$ cat src/rtl/ras_pkg.sv
package ras_pkg;

    parameter int ADDR_W = 13;
    parameter int DEPTH  = 8;
    localparam int PTR_W = $clog2(DEPTH);

    typedef logic [ADDR_W-1:0] addr_t;
    typedef logic [PTR_W-1:0]  ptr_t;

    localparam ptr_t LAST_SLOT = ptr_t'(DEPTH - 1);

    typedef enum logic [1:0] {
        OP_IDLE = 2'd0,
        OP_PUSH = 2'd1,
        OP_POP  = 2'd2
    } op_e;

    typedef struct packed {
        op_e   op;
        addr_t data;
    } req_t;

    // modulo-DEPTH step in either direction
    function automatic ptr_t ptr_step(input ptr_t p, input logic up);
        ptr_t r;
        if (up) r = (p == LAST_SLOT) ? '0 : ptr_t'(p + 1'b1);
        else    r = (p == '0) ? LAST_SLOT : ptr_t'(p - 1'b1);
        return r;
    endfunction

endpackage

$ cat src/rtl/ras_ctrl.sv
module ras_ctrl
    import ras_pkg::*;
(
    input  logic  push_en,
    input  logic  pop_en,
    input  addr_t push_addr,
    output req_t  req
);
    // push outranks pop when both arrive together
    always_comb begin
        req.data = push_addr;
        if (push_en)     req.op = OP_PUSH;
        else if (pop_en) req.op = OP_POP;
        else             req.op = OP_IDLE;
    end
endmodule

$ cat src/rtl/ras_ptr.sv
module ras_ptr
    import ras_pkg::*;
(
    input  logic clk,
    input  logic rst,
    input  op_e  op,
    output ptr_t wr_ptr,
    output ptr_t top_ptr
);
    ptr_t cur_q;

    always_ff @(posedge clk) begin
        if (rst) begin
            cur_q <= '0;
        end else begin
            unique case (op)
                OP_PUSH: cur_q <= ptr_step(cur_q, 1'b1);
                OP_POP:  cur_q <= ptr_step(cur_q, 1'b0);
                default: cur_q <= cur_q;
            endcase
        end
    end

    assign wr_ptr  = cur_q;
    assign top_ptr = ptr_step(cur_q, 1'b0);
endmodule

$ cat src/rtl/ras_store.sv
module ras_store
    import ras_pkg::*;
(
    input  logic  clk,
    input  logic  we,
    input  ptr_t  waddr,
    input  addr_t wdata,
    input  ptr_t  raddr,
    output addr_t rdata
);
    addr_t rd_bus [DEPTH];

    for (genvar i = 0; i < DEPTH; i++) begin : g_slot
        addr_t cell_q;
        always_ff @(posedge clk) begin
            if (we && (waddr == ptr_t'(i)))
                cell_q <= wdata;
        end
        assign rd_bus[i] = cell_q;
    end

    assign rdata = rd_bus[raddr];
endmodule

$ cat src/rtl/ras_stack.sv
module ras_stack
    import ras_pkg::*;
(
    input  logic              clk,
    input  logic              rst,
    input  logic              push_en,
    input  logic              pop_en,
    input  logic [ADDR_W-1:0] push_addr,
    output logic [ADDR_W-1:0] tos
);
    req_t req;
    ptr_t wr_ptr;
    ptr_t top_ptr;

    ras_ctrl u_ctrl (
        .push_en   (push_en),
        .pop_en    (pop_en),
        .push_addr (push_addr),
        .req       (req)
    );

    ras_ptr u_ptr (
        .clk     (clk),
        .rst     (rst),
        .op      (req.op),
        .wr_ptr  (wr_ptr),
        .top_ptr (top_ptr)
    );

    ras_store u_store (
        .clk   (clk),
        .we    (req.op == OP_PUSH),
        .waddr (wr_ptr),
        .wdata (req.data),
        .raddr (top_ptr),
        .rdata (tos)
    );
endmodule

$ cat config.mk
export PLATFORM = sky130hd
export DESIGN_NAME = ras_stack
export DESIGN_NICKNAME = d
export VERILOG_FILES = /design/src/rtl/ras_pkg.sv /design/src/rtl/ras_ctrl.sv /design/src/rtl/ras_ptr.sv /design/src/rtl/ras_store.sv /design/src/rtl/ras_stack.sv
export SDC_FILE = /design/constraint.sdc
export NUM_CORES = 1
export LEC_CHECK = 0
export BUFFER_PORTS_ARGS = -buffer_cell sky130_fd_sc_hd__clkbuf_2
export CAP_MARGIN = 15
export CORE_ASPECT_RATIO = 0.9
export CORE_UTILIZATION = 40
export CTS_CLUSTER_SIZE = 25
export DETAILED_ROUTE_END_ITERATION = 6
export MAX_ROUTING_LAYER = met4
export PLACE_DENSITY = 0.67
export SLEW_MARGIN = 20
export SYNTH_ARGS = -nofsm -noshare
export SYNTH_HDL_FRONTEND = slang
export SYNTH_SLANG_ARGS = --single-unit
$ cat constraint.sdc
create_clock -name clk -period 3 [get_ports clk]
set_clock_uncertainty 0.15 [all_clocks]
set_input_delay 0.3 -clock clk [delete_from_list [all_inputs] [get_ports clk]]
set_output_delay 0.3 -clock clk [all_outputs]
set_load 0.02 [all_outputs]
==> reports/metrics.json <==
{
  "result_of_the_run": {"value": "finished clean"},
  "gpl.final_weighted_congestion": {"value": 0.8065},
  "grt_antenna_before_repair": {"value": 0},
  "synth.lib_cells_used.distinct": {"value": 30},
  "final.setup.tns": {"value": 0, "unit": "ps"},
  "final_antenna_net_count": {"value": 0},
  "drive_above_1_share": {"value": 27.88, "unit": "%"},
  "clock_tree.buffer_depth": {"value": 2},
  "worst_hold_startpoint": {"value": "rst"},
  "timing_worst_slew_pin_value": {"value": 885.7, "unit": "ps"},
  "htree_num_levels": {"value": 3},
  "detail_route.vias_per_cell": {"value": 5.714},
  "pre_cts_ws": {"value": 397.2, "unit": "ps"},
  "post-route-drc-count": {"value": 0},
  "core_area": {"value": 0.01143, "unit": "mm2"},
  "final_core_util": {"value": 45.36, "unit": "%"},
  "synthesis.area_per_instance": {"value": 16.52, "unit": "um2"},
  "relSlewSlack": {"value": 40.95, "unit": "%"},
  "hold_slack": {"value": 23.49, "unit": "ps"},
  "grt_max_degree": {"value": 82},
  "die_y": {"value": 104.9, "unit": "um"},
  "cp_data_arrival_time": {"value": 2370, "unit": "ps"},
  "crit-reg2reg-launch": {"value": "u_ptr.wr_ptr[0]"},
  "hold_buffers": {"value": 0},
  "n_antenna_cell": {"value": 0},
  "design.die.area": {"value": 0.01221, "unit": "mm2"},
  "tritoncts": {"value": "done"},
  "grtUsageMet1": {"value": 22.51, "unit": "%"},
  "final-max-slew-violation-count": {"value": 0},
  "detail_route.iter0.violations": {"value": 171},
  "fillcell_total": {"value": 1009},
  "placement_rows": {"value": 37},
  "io-pin-count": {"value": 30},
  "final_critical_path_setup_slack": {"value": 183.1, "unit": "ps"},
  "cap_violations": {"value": 0},
  "synth-warning-count": {"value": 0},
  "netlist_instances": {"value": 285},
  "avgRoutedWirePerCell": {"value": 20.30, "unit": "um"},
  "library_cell_used_as_clock_root_buffer": {"value": "sky130_fd_sc_hd__clkbuf_16"},
  "grt_pass1_vias": {"value": 2613},
  "path_clk_slew": {"value": 70, "unit": "ps"},
  "final.period_utilization": {"value": 93.90, "unit": "%"},
  "final.min_clock_period": {"value": 2817, "unit": "ps"},
  "irDropWorstVdd": {"value": 262.4, "unit": "uV"},
  "finalSetupViolCount": {"value": 0},
  "grt_remaining_overflow": {"value": 0},
  "io_buffer_count": {"value": 29},
  "timing_hold_violations_final": {"value": 0},
  "min_path_type": {"value": "input port to flip-flop"},
  "inserted_clock_buffers": {"value": 9},
  "critical_path.startpoint_type": {"value": "flip-flop"},
  "dp.final_hpwl": {"value": 5.565, "unit": "mm"},
  "seq_area_frac_synth": {"value": 67.59, "unit": "%"},
  "grt_setup_unrepaired": {"value": "false"},
  "gr_util_met2": {"value": 26.37, "unit": "%"},
  "endpoint_class_of_the_critical_path": {"value": "output port"},
  "drt_wl_total": {"value": 9.499, "unit": "mm"},
  "vias": {"value": 2674},
  "groute.layer.met3.usage": {"value": 3.480, "unit": "%"},
  "cp_data_required_time": {"value": 2550, "unit": "ps"},
  "clk-insertion-delay-late": {"value": 330, "unit": "ps"},
  "pwr_density_cell": {"value": 658.5, "unit": "mW/mm2"},
  "layout.cells.most_common_list": {"value": "104 x sky130_fd_sc_hd__edfxtp_1, 29 x sky130_fd_sc_hd__clkbuf_2, 27 x sky130_fd_sc_hd__nand3b_1"},
  "fin_nets": {"value": 332},
  "wire_length_of_the_first_global_routing_pass": {"value": 14.81, "unit": "mm"},
  "grtUsageTotal": {"value": 17.05, "unit": "%"},
  "drt_pass1_iterations": {"value": 4},
  "crit_start": {"value": "u_ptr.wr_ptr[0]"},
  "p_leak": {"value": 1.612, "unit": "nW"},
  "critPathMaxFanout": {"value": 36},
  "area_growth": {"value": 10.12, "unit": "%"},
  "most_crowded_layer_gr": {"value": "met2"},
  "max_freq": {"value": 355.0, "unit": "MHz"},
  "postSynthRegisterBits": {"value": 107},
  "floorplan.die.width": {"value": 116.4, "unit": "um"},
  "tritoncts_sinks": {"value": 107},
  "startpoint_to_endpoint_class_of_the_critical_path": {"value": "flip-flop to output port"},
  "initial_core_util": {"value": 41.19, "unit": "%"},
  "cell_area_after_synthesis": {"value": 0.004710, "unit": "mm2"},
  "layout.cells.most_common": {"value": "sky130_fd_sc_hd__edfxtp_1"},
  "postSynthNetCount": {"value": 309}
}
[cell usage after synthesis (all sizes together)]
cell	count	share of area [%]
a211oi	2	0.32
a21o	1	0.16
a21oi	3	0.40
a311o	1	0.21
a32oi	13	2.4
and2	5	0.66
and2b	1	0.19
and3	3	0.48
buf	18	3.2
clkbuf	5	0.82
dfxtp	3	1.3
dlygate4sd1	1	0.19
dlymetal6s2s	1	0.27
edfxtp	104	66
ha	7	1.9
inv	4	0.32
mux2	26	6.2
nand2	1	0.43
nand2b	1	0.13
nand3b	27	4.3
nor2	3	0.24
nor3	2	0.32
nor4	1	0.13
o211ai	26	4.1
o221ai	26	5.0
[state kept, by name (all words and copies together), names as in the netlist]
signal,count
u_store.g_slot.cell_q,104
u_ptr.wr_ptr,3
[area by class of cell]
cell class	instances	area [um2]	share of cell area (%)
Sequential cell	107	3184	61.40
Timing Repair Buffer	37	221.5	4.270
Tap cell	156	195.2	3.764
Clock inverter	5	40.04	0.7720
Multi-Input combinational cell	149	1301	25.09
Clock buffer	10	229.0	4.415
Inverter	4	15.01	0.2895
[critical path, cell delays in order (launching register included)]
cell and delay, ps:
sky130_fd_sc_hd__dfxtp_2 320, sky130_fd_sc_hd__inv_1 120, sky130_fd_sc_hd__ha_1 250, sky130_fd_sc_hd__nand2b_2 320
sky130_fd_sc_hd__buf_12 290, sky130_fd_sc_hd__nand3b_1 90, sky130_fd_sc_hd__o211ai_1 100, sky130_fd_sc_hd__a32oi_1 290
sky130_fd_sc_hd__clkbuf_2 210
[per-stage QoR]
stage	power, mW	cells	instance area, um2
6_report	3.415	468	5186
5_1_grt	3.543	468	5186
4_1_cts	3.439	468	5182
3_5_place_dp	2.373	453	4913
3_3_place_gp	2.352	453	4913
2_1_floorplan	2.215	285	4710
[power breakdown]
group	switching [mW]	internal (mW)
clock	0.514	0.563
sequential	0.0147	1.69
combinational	0.415	0.216
[metal layers]
metal / vias up / share of wire [%]
met1: 1365 / 44
met5: - / 0
met3: 2 / 4.6
met2: 78 / 51
met4: 0 / 0.58
li1: 1229 / -
[kinds of logic after synthesis]
kind of cell	count (synthesis)	share of synthesized area [%]
adder cells (fa/ha/maj)	7	1.860
flip-flops	107	67.59
AND/OR/NAND/NOR	44	6.881
AO/OA/AOI/OAI	72	12.62
multiplexers	26	6.217
buffers and inverters	29	4.835
[what timing repair did]
action,CTS,global route
setup buffers,0,0
resized for setup,0,1
setup endpoints to repair,0,2
[worst paths after layout]
check	endpoint	cells past startpoint	slack (ps)
setup / recovery	tos[11]	8	180
hold / removal	u_ptr.wr_ptr[1]	2	20
setup reg to reg	u_store.g_slot[3].cell_q[7]	5	480
hold reg to reg	u_ptr.wr_ptr[0]	3	460
No activity file was read; power rests on OpenSTA's default activity.
